<file path="src/rtl/pvt_pkg.sv">
package pvt_pkg;
    localparam int RESERVED_VECS = 16;

    typedef enum logic {
        TRIG_EDGE  = 1'b0,
        TRIG_LEVEL = 1'b1
    } trig_e;
endpackage

</file>
<file path="src/rtl/pvt_prio_find.sv">
module pvt_prio_find #(
    parameter int WORDS = 8,
    parameter int WBITS = 32,
    parameter int IW    = $clog2(WORDS * WBITS)
) (
    input  logic [WORDS*WBITS-1:0] bits,
    output logic                   any,
    output logic [IW-1:0]          idx
);
    localparam int LW = $clog2(WBITS);
    localparam int SW = $clog2(WORDS);

    logic [WORDS-1:0]    word_hit;
    logic [WORDS*LW-1:0] word_pos;

    // Per-word search for the most significant set bit.
    for (genvar w = 0; w < WORDS; w++) begin : g_word
        logic [LW-1:0] pos;
        logic          hit;
        always_comb begin
            pos = '0;
            hit = 1'b0;
            for (int j = 0; j < WBITS; j++) begin
                if (bits[w*WBITS + j]) begin
                    pos = LW'(j);
                    hit = 1'b1;
                end
            end
        end
        assign word_hit[w]           = hit;
        assign word_pos[w*LW +: LW]  = pos;
    end

    logic [SW-1:0] sel;
    always_comb begin
        sel = '0;
        for (int w = 0; w < WORDS; w++) begin
            if (word_hit[w]) sel = SW'(w);
        end
    end

    assign any = |word_hit;
    assign idx = {sel, word_pos[sel*LW +: LW]};
endmodule

</file>
<file path="src/rtl/pvt_ppr.sv">
module pvt_ppr #(
    parameter int VW    = 8,
    parameter int CLS_W = 4
) (
    input  logic [VW-1:0] tpr,
    input  logic          isr_any,
    input  logic [VW-1:0] isr_top,
    output logic [VW-1:0] ppr
);
    logic [VW-1:0] isr_eff;

    always_comb begin
        isr_eff = isr_any ? isr_top : '0;
        if (tpr[VW-1:CLS_W] >= isr_eff[VW-1:CLS_W])
            ppr = tpr;
        else
            ppr = {isr_eff[VW-1:CLS_W], {CLS_W{1'b0}}};
    end
endmodule

</file>
<file path="src/rtl/vec_tracker.sv">
module vec_tracker #(
    parameter int NUM_VEC    = 256,
    parameter int WORD_BITS  = 32,
    parameter int CLASS_SIZE = 16,
    parameter int VW         = $clog2(NUM_VEC)
) (
    input  logic          clk,
    input  logic          rst_n,
    input  logic          enable,
    input  logic          acc_valid,
    input  logic [VW-1:0] acc_vector,
    input  logic          acc_level,
    output logic          acc_new,
    output logic          acc_err,
    output logic          offer_valid,
    output logic [VW-1:0] offer_vector,
    input  logic          ack,
    input  logic          eoi,
    output logic          eoi_done,
    output logic [VW-1:0] eoi_vector,
    output logic          eoi_level,
    input  logic          tpr_we,
    input  logic [VW-1:0] tpr_wdata,
    output logic [VW-1:0] ppr
);
    import pvt_pkg::*;

    localparam int WORDS = NUM_VEC / WORD_BITS;
    localparam int CLS_W = $clog2(CLASS_SIZE);

    typedef struct packed {
        logic [NUM_VEC-1:0] irr;
        logic [NUM_VEC-1:0] isr;
        logic [NUM_VEC-1:0] tmr;
        logic [VW-1:0]      tpr;
        logic               eoi_done;
        logic [VW-1:0]      eoi_vec;
        trig_e              eoi_trig;
    } state_t;

    state_t st_q, st_d;

    logic          irr_any, isr_any;
    logic [VW-1:0] irr_top, isr_top;
    logic          ack_go, acc_ok, acc_rsv;

    pvt_prio_find #(.WORDS(WORDS), .WBITS(WORD_BITS), .IW(VW)) u_irr_find (
        .bits (st_q.irr),
        .any  (irr_any),
        .idx  (irr_top)
    );

    pvt_prio_find #(.WORDS(WORDS), .WBITS(WORD_BITS), .IW(VW)) u_isr_find (
        .bits (st_q.isr),
        .any  (isr_any),
        .idx  (isr_top)
    );

    pvt_ppr #(.VW(VW), .CLS_W(CLS_W)) u_ppr (
        .tpr     (st_q.tpr),
        .isr_any (isr_any),
        .isr_top (isr_top),
        .ppr     (ppr)
    );

    assign offer_vector = irr_top;
    assign offer_valid  = enable && irr_any &&
                          ({irr_top[VW-1:CLS_W], {CLS_W{1'b0}}} > ppr);

    assign acc_rsv = acc_vector < VW'(RESERVED_VECS);
    assign acc_ok  = acc_valid && enable && !acc_rsv;
    assign acc_err = acc_valid && enable && acc_rsv;
    assign ack_go  = ack && offer_valid;

    always_comb begin
        st_d          = st_q;
        st_d.eoi_done = 1'b0;
        acc_new       = 1'b0;

        // Acknowledge is applied before a same-cycle accept.
        if (ack_go) begin
            st_d.isr[offer_vector] = 1'b1;
            st_d.irr[offer_vector] = 1'b0;
        end

        if (eoi && isr_any) begin
            st_d.isr[isr_top] = 1'b0;
            st_d.eoi_done     = 1'b1;
            st_d.eoi_vec      = isr_top;
            st_d.eoi_trig     = st_q.tmr[isr_top] ? TRIG_LEVEL : TRIG_EDGE;
            st_d.tmr[isr_top] = 1'b0;
        end

        if (tpr_we) st_d.tpr = tpr_wdata;

        if (acc_ok) begin
            acc_new                = !st_d.irr[acc_vector];
            st_d.irr[acc_vector]   = 1'b1;
            st_d.tmr[acc_vector]   = acc_level;
        end
    end

    always_ff @(posedge clk) begin
        if (!rst_n) begin
            st_q          <= '0;
            st_q.eoi_trig <= TRIG_EDGE;
        end else begin
            st_q <= st_d;
        end
    end

    assign eoi_done   = st_q.eoi_done;
    assign eoi_vector = st_q.eoi_vec;
    assign eoi_level  = (st_q.eoi_trig == TRIG_LEVEL);

    // an offered vector is really pending
    p_offer_pending_r2: assert property (@(posedge clk) disable iff (!rst_n)
        offer_valid |-> st_q.irr[offer_vector]);

    // processor priority never sits below the task priority
    p_ppr_floor_r3: assert property (@(posedge clk) disable iff (!rst_n)
        ppr >= st_q.tpr);

    // acknowledged vector is in service afterwards
    p_ack_moves_r5: assert property (@(posedge clk) disable iff (!rst_n)
        ack_go |=> st_q.isr[$past(offer_vector)]);

    // retiring with nothing in service reports nothing
    p_eoi_empty_r8: assert property (@(posedge clk) disable iff (!rst_n)
        (eoi && !isr_any) |=> !eoi_done);

    // disabled block neither takes requests nor offers
    p_disabled_r9: assert property (@(posedge clk) disable iff (!rst_n)
        !enable |-> (!acc_new && !acc_err && !offer_valid));

    // reserved vectors never become pending
    p_reserved_r10: assert property (@(posedge clk) disable iff (!rst_n)
        (acc_valid && enable && acc_rsv) |-> (acc_err && !acc_new));

    // an already pending vector that is not being acknowledged coalesces
    p_coalesce_r6: assert property (@(posedge clk) disable iff (!rst_n)
        (acc_ok && st_q.irr[acc_vector] && !(ack_go && offer_vector == acc_vector))
        |-> !acc_new);
endmodule

</file>
<file path="config.mk">
export PLATFORM = sky130hd
export DESIGN_NAME = vec_tracker
export DESIGN_NICKNAME = d
export VERILOG_FILES = /design/src/rtl/pvt_pkg.sv /design/src/rtl/pvt_prio_find.sv /design/src/rtl/pvt_ppr.sv /design/src/rtl/vec_tracker.sv
export SDC_FILE = /design/constraint.sdc
export NUM_CORES = 2
export LEC_CHECK = 0
export BUFFER_PORTS_ARGS = -buffer_cell sky130_fd_sc_hd__buf_2
export CAP_MARGIN = 20
export CELL_PAD_IN_SITES_DETAIL_PLACEMENT = 0
export CELL_PAD_IN_SITES_GLOBAL_PLACEMENT = 1
export CORE_MARGIN = 5
export CORE_UTILIZATION = 32
export CTS_CLUSTER_SIZE = 40
export DETAILED_ROUTE_END_ITERATION = 7
export MAX_ROUTING_LAYER = met4
export PLACE_DENSITY_LB_ADDON = 0.1
export SLEW_MARGIN = 20
export SYNTH_ARGS = -nofsm -noshare
export SYNTH_HDL_FRONTEND = slang
export SYNTH_HIERARCHICAL = 1
export SYNTH_SLANG_ARGS = --single-unit
</file>
<file path="constraint.sdc">
create_clock -name clk -period 21.5 [get_ports clk]
set_input_delay 4.3 -clock clk [delete_from_list [all_inputs] [get_ports clk]]
set_output_delay 4.3 -clock clk [all_outputs]
set_load 0.01 [all_outputs]
</file>
==> Yosys cells after proc, flatten, opt, wreduce, memory -nomap -nowiden <==
Index checks and enable logic that the tools add are counted.
{ "classes": {"n_reduce_logical": 14, "bitwise_logic": 7, "multipliers": 2, "muxes": 1042, "n_lt_le_gt_ge": 9, "shifts": 2} }
{ "ops": {"columns": ["op", "n"], "rows": [
  ["5-bit 2-to-1 mux", 256],
  ["512-bit 2-to-1 mux", 2],
  ["256-bit AND", 3],
  ["1-bit 2-to-1 mux", 537],
  ["256-bit 2-to-1 mux", 2],
  ["4-bit 2-to-1 mux", 128],
  ["256-bit inverter", 2],
  ["256-bit bitwise OR", 2],
  ["256-bit bitwise mux", 1],
  ["3-bit 2-to-1 mux", 72],
  ["40-bit by 7-bit indexed part select with 5-bit output", 2],
  ["2-bit 2-to-1 mux", 36],
  ["8-bit by 9-bit < comparator with 1-bit output (second input constant)", 3],
  ["1-bit demux with 8-bit select", 3],
  ["8-bit by 1-bit greater-or-equal comparator with 1-bit output (second input constant)", 3],
  ["1-bit binary-select mux with 8-bit select", 2],
  ["8-bit 2-to-1 mux", 2],
  ["8-bit OR reduction", 2],
  ["3-bit by 3-bit multiplier with 6-bit output (second input constant)", 2],
  ["1-bit logical AND", 10],
  ["10-bit 2-to-1 mux", 1],
  ["8-bit > comparator", 1],
  ["8-bit by 5-bit < comparator with 1-bit output (second input constant)", 1],
  ["4-bit greater-or-equal comparator", 1],
  ["1-bit zero test", 2]
]} }
{ "word_totals": {"wordCells": 1083, "register_bits": 786} }

==> Depth between registers and ports, before layout <==
{ "logic_depth": {"ltp_word": 52, "mapped_depth": 32, "mapped_depth_nobuf": 25} }

==> Modules after synthesis <==
Netlist, hierarchy kept.
{ "modules_own_cells": {"columns": ["module", "cells_per_inst", "instances", "seq_area_each_um2", "area_each_um2"], "rows": [
  ["vec_tracker", 3942, 1, 15735.1, 35258.8],
  ["pvt_prio_find", 517, 2, 0.0, 3035.4],
  ["pvt_ppr", 25, 1, 0.0, 214.0]
]} }

==> Worst setup path after synthesis <==
No wires, ideal clock.
{ "synth_path": {"kind": "reg2out", "from": "reg st_q[422] (netlist name)", "to": "out acc_new", "stages_incl_launch_ff": 29, "path_slack_ps": 9980, "arrival_time_ps": 7220, "path_cell_list": "dfxtp_1 or4_4 nor4_4 and4_1 o21ai_1 o21ai_4 buf_4 mux2i_1 o31ai_1 and2_1 ha_1 nand2b_4 a2111oi_4 a21oi_2 mux2i_1 inv_1 ha_1 nand4_1 buf_4 buf_2 o2111ai_4 buf_2 o31ai_1 o22ai_1 o21ai_0 o21ai_0 mux4_2 mux4_2 a2111oi_2"} }
{ "synth_via": {"elab_chain_len": 29} }
{ "synth_lines": {"columns": ["element", "line_no", "source"], "rows": [
  ["from (decl)", "vec_tracker.sv:41", "state_t st_q, st_d;"],
  ["from (signal assigned)", "vec_tracker.sv:108", "st_q <= st_d;"],
  ["1-bit 2-to-1 mux (12 in series)", "pvt_prio_find.sv:24", "if (bits[w*WBITS + j]) begin"],
  ["3-bit 2-to-1 mux (4 in series)", "pvt_prio_find.sv:38", "if (word_hit[w]) sel = SW'(w);"],
  ["net isr_top[5]", "vec_tracker.sv:44", "logic [VW-1:0] irr_top, isr_top;"],
  ["3-bit by 3-bit multiplier with 6-bit output", "pvt_prio_find.sv:43", "assign idx = {sel, word_pos[sel*LW +: LW]};"],
  ["40-bit by 7-bit indexed part select with 5-bit output", "pvt_prio_find.sv:43", null],
  ["net isr_top[4]", "vec_tracker.sv:44", null],
  ["8-bit 2-to-1 mux", "pvt_ppr.sv:13", "isr_eff = isr_any ? isr_top : '0;"],
  ["4-bit greater-or-equal comparator", "pvt_ppr.sv:14", "if (tpr[VW-1:CLS_W] >= isr_eff[VW-1:CLS_W])"],
  ["(+1 left out)", null, null],
  ["net ppr[7]", "vec_tracker.sv:24", "output logic [VW-1:0] ppr"],
  ["8-bit > comparator", "vec_tracker.sv:68", "({irr_top[VW-1:CLS_W], {CLS_W{1'b0}}} > ppr);"],
  ["1-bit logical AND", "vec_tracker.sv:67", "assign offer_valid = enable && irr_any &&"],
  ["1-bit logical AND", "vec_tracker.sv:73", "assign ack_go = ack && offer_valid;"],
  ["512-bit 2-to-1 mux", "vec_tracker.sv:81", "if (ack_go) begin"],
  ["1-bit binary-select mux with 8-bit select", "vec_tracker.sv:97", "acc_new = !st_d.irr[acc_vector];"],
  ["1-bit 2-to-1 mux (not written as such)", "vec_tracker.sv:97", null],
  ["1-bit zero test", "vec_tracker.sv:97", null],
  ["1-bit 2-to-1 mux", "vec_tracker.sv:96", "if (acc_ok) begin"],
  ["to (decl)", "vec_tracker.sv:13", "output logic acc_new,"]
]} }
The timed path passes the listed nets, and every way through them passes these cells. The select of a mux whose other input is x is not followed.

==> Worst setup path after layout <==
{ "layout_path": {"from": "reg st_q[487] (netlist name)", "to": "out acc_new"} }
{ "layout_via": {"elab_chain_len": 26} }
{ "layout_lines": {"columns": ["element", "line_no"], "rows": [
  ["1-bit 2-to-1 mux (*) (11 in series)", "pvt_prio_find.sv:24"],
  ["3-bit 2-to-1 mux (*) (2 in series)", "pvt_prio_find.sv:38"],
  ["net isr_top[5]", "vec_tracker.sv:44"],
  ["3-bit by 3-bit multiplier with 6-bit output (*)", "pvt_prio_find.sv:43"],
  ["40-bit by 7-bit indexed part select with 5-bit output (*)", "pvt_prio_find.sv:43"],
  ["net isr_top[4]", "vec_tracker.sv:44"],
  ["8-bit 2-to-1 mux (*)", "pvt_ppr.sv:13"],
  ["4-bit greater-or-equal comparator", "pvt_ppr.sv:14"],
  ["8-bit 2-to-1 mux (*)", "pvt_ppr.sv:14"],
  ["8-bit > comparator (*)", "vec_tracker.sv:68"],
  ["1-bit logical AND (*)", "vec_tracker.sv:67"],
  ["1-bit logical AND (*)", "vec_tracker.sv:73"],
  ["512-bit 2-to-1 mux (*)", "vec_tracker.sv:81"],
  ["1-bit binary-select mux with 8-bit select (*)", "vec_tracker.sv:97"],
  ["1-bit 2-to-1 mux (not written as such) (*)", "vec_tracker.sv:97"],
  ["1-bit zero test (*)", "vec_tracker.sv:97"],
  ["1-bit 2-to-1 mux (*)", "vec_tracker.sv:96"]
]} }
The timed path passes the listed nets; every way through them passes the cells marked *. The select of a mux whose other input is x is not followed.

==> summary.txt <==
Layout
  • Final Util: 36.3%
  • Area growth syn-to-layout: 12.9%
  • Final nets: 4846
  • Most frequent cells in the layout: dfxtp_1, a21oi_1, nor2_1
  • Commonest non-fill, non-tap cell in the layout: dfxtp_1
  • Final Non-Filler Cells: 6644
  • Post-route cell area: 46900 sq um
  • Share of cells above drive strength 1: 17.5%

Floorplanning
  • # IOs: 53
  • Initial Util: 32.1%
  • Row count: 132
  • Die area: 137000 sq um
  • Core Region: 129000 sq um
  • Die Span X: 370 um
  • Die Y: 370 um

Drt
  • Final antenna-violating net count: 0
  • Via count: 43700
  • Post-route DRC: 0
  • Routed WL: 230000 um
  • DRT iter0 DRCs: 6376
  • Vias/cell: 6.57
  • Router iterations before antenna repair: 7
  • Routed wire per std cell: 34.6 um

Clocking
  • CTS tree: yes
  • Post-CTS resize count: 0
  • Num Clock Sinks: 786
  • Hold_buf cts: 0
  • Total CTS buffers: 97
  • Post-CTS Setup Bufs: 0
  • Clock Latency Late Sink: 0.73 ns
  • Clock transition at the registers of the reported paths: 0.06 ns
  • H-tree levels: 3
  • Clk Tree Root Cell: clkbuf_16
  • CTS max path bufs: 3

Status
  • Status: completed

Timing
  • Fmax: 63.9 MHz
  • Worst rel slew slack: 22.7%
  • Worst Slack Setup Final: 5.85 ns
  • Setup tns final: 0 ns
  • Period utilization: 72.8%
  • Final hold vios: 0
  • Worst Skew: 0.0418 ns
  • Worst-Margin Slew: 1.14 ns
  • Min Tclk post-route: 15.65 ns
  • Final setup fails: 0
  • Slew Limit Fails: 0
  • Hold slack: 0.429 ns
  • Unrepaired setup endpoints after global routing: false

GRT
  • Gr ovfl total: 0
  • Vias in the first global route: 40800
  • GRT Util Overall: 33.1%
  • Global-route wire length before repair: 322000 um
  • Initial antenna violation count: 20
  • Pin count of the biggest net entering global routing: 123

Synth
  • Post-synth top flop: dfxtp_1
  • Seq/Total Area, Yosys: 37.9%
  • Number of synthesized register bits: 786
  • Syn Inst Count: 5001
  • Post-synth ARST share: 0%
  • Cell variety after synth: 95
  • Synthesized net count: 5033
  • Mean Syn Cell Area: 8.31 sq um
  • Post-synth EDFFs: 0
  • Netlist Area Pre-Place: 41500 sq um
  • YS warnings: 6

Setup path
  • Required time of the critical path: 17.20 ns
  • Peak fanout along the critical path: 22
  • Startpoint Class: flip-flop
  • Slowest CP cell: a2111oi_2
  • Critical Path AT: 11.35 ns
  • CP peak stage delay: 0.99 ns
  • Setup crit end kind: output port
  • WS Path Type: reg -> out

Place
  • Dpl cell area: 43500 sq um
  • Post-DP HPWL: 147000 um
  • Pre-CTS WS: 6.78 ns
  • Placer Congestion: 1.03
  • Placed cell count: 6456
  • Port Buffers: 52

Hold path
  • HP Class: reg -> reg

Pwr
  • Power Total: 3.56 mW
  • VDD IR-drop max: 0.0000563 V
  • Power per cell area: 75.8 nW/um^2
  • Leak pwr: 15.0 nW

Job
  • Max-cap viol count: 0
==> Yosys cell counts, drive strengths merged, types with 13 or more instances <==
library cell / instances / area share (%)
a2111oi: 13 / 0.33
a211oi: 31 / 0.58
a21oi: 607 / 7.3
a22oi: 21 / 0.38
a31oi: 20 / 0.30
buf: 63 / 0.89
clkbuf: 427 / 3.9
dfxtp: 786 / 38
inv: 105 / 0.95
mux2i: 25 / 0.60
mux4: 96 / 5.2
nand2: 406 / 3.7
nand2b: 30 / 0.49
nand3: 283 / 3.4
nand4: 37 / 0.61
nor2: 524 / 4.8
nor2b: 46 / 0.69
nor3: 97 / 1.2
nor4: 143 / 2.5
o211a: 15 / 0.36
o211ai: 275 / 5.1
o21ai: 207 / 2.6
o21bai: 24 / 0.43
o221a: 251 / 6.8
o221ai: 15 / 0.32
o22ai: 48 / 0.72
o311ai: 15 / 0.32
o31a: 15 / 0.32
o31ai: 165 / 3.0
or3: 13 / 0.20
or4: 28 / 0.57
==> layer usage <==
metal  wire length (um)  up-vias  global-route usage [%]
met3              19800      518                    6.00
li1                   -    18700                       -
met4              10800        0                    13.3
met5                  0        -                       -
met1             100000    22100                    45.4
met2              98700     2373                    48.1
==> where the power goes <==
group	total (mW)	internal [mW]	leakage (nW)	switching [mW]
clock	1.77	1.06	1.66	0.719
sequential	1.46	1.46	6.33	0.00220
combinational	0.321	0.0601	7.03	0.261
==> cell families (layout without fill, tap and decap cells) <==
family | Yosys count | after routing | synth area share (%)
AND/OR/NAND/NOR | 1660 | 1660 | 19.1
other | 0 | 7 | 0
adder cells (fa/ha/maj) | 8 | 8 | 0.241
multiplexers | 126 | 126 | 5.96
buffers and inverters | 597 | 491 | 5.71
flip-flops | 786 | 786 | 37.9
AO/OA/AOI/OAI | 1824 | 1824 | 31.1
==> registers in the layout (all words and copies together) (netlist names) <==
| register | count |
|---|---|
| eoi_done | 1 |
| eoi_level | 1 |
| eoi_vector | 8 |
| st_q | 776 |
==> worst paths after layout <==
path                  start   endpoint  slack, ns  depth (start not counted)
setup / recovery  st_q[487]    acc_new       5.85                         29
hold reg to reg    st_q[25]   st_q[25]       0.43                          2
hold / removal     st_q[25]   st_q[25]       0.43                          2
setup reg to reg  st_q[487]  st_q[692]      13.13                         23
==> layout make-up <==
cell class / count / area (sq um)
Antenna cell: 7 / 17.5
Clock buffer: 146 / 2920
Clock inverter: 34 / 457
Fill cell: 13400 / 82400
Inverter: 107 / 409
Multi-Input combinational cell: 3618 / 23800
Sequential cell: 786 / 15700
Tap cell: 1742 / 2180
Timing Repair Buffer: 204 / 1420
==> critical path: cells and delay by family (launching register included) <==
kind,cells,cell delay (ns)
buf+inv,5,1.33
simple gates,7,2.79
compound gates,10,3.68
mux,5,1.95
flops,1,0.35
fa+ha+maj,2,0.49
No activity file was read; power rests on OpenSTA's default activity.
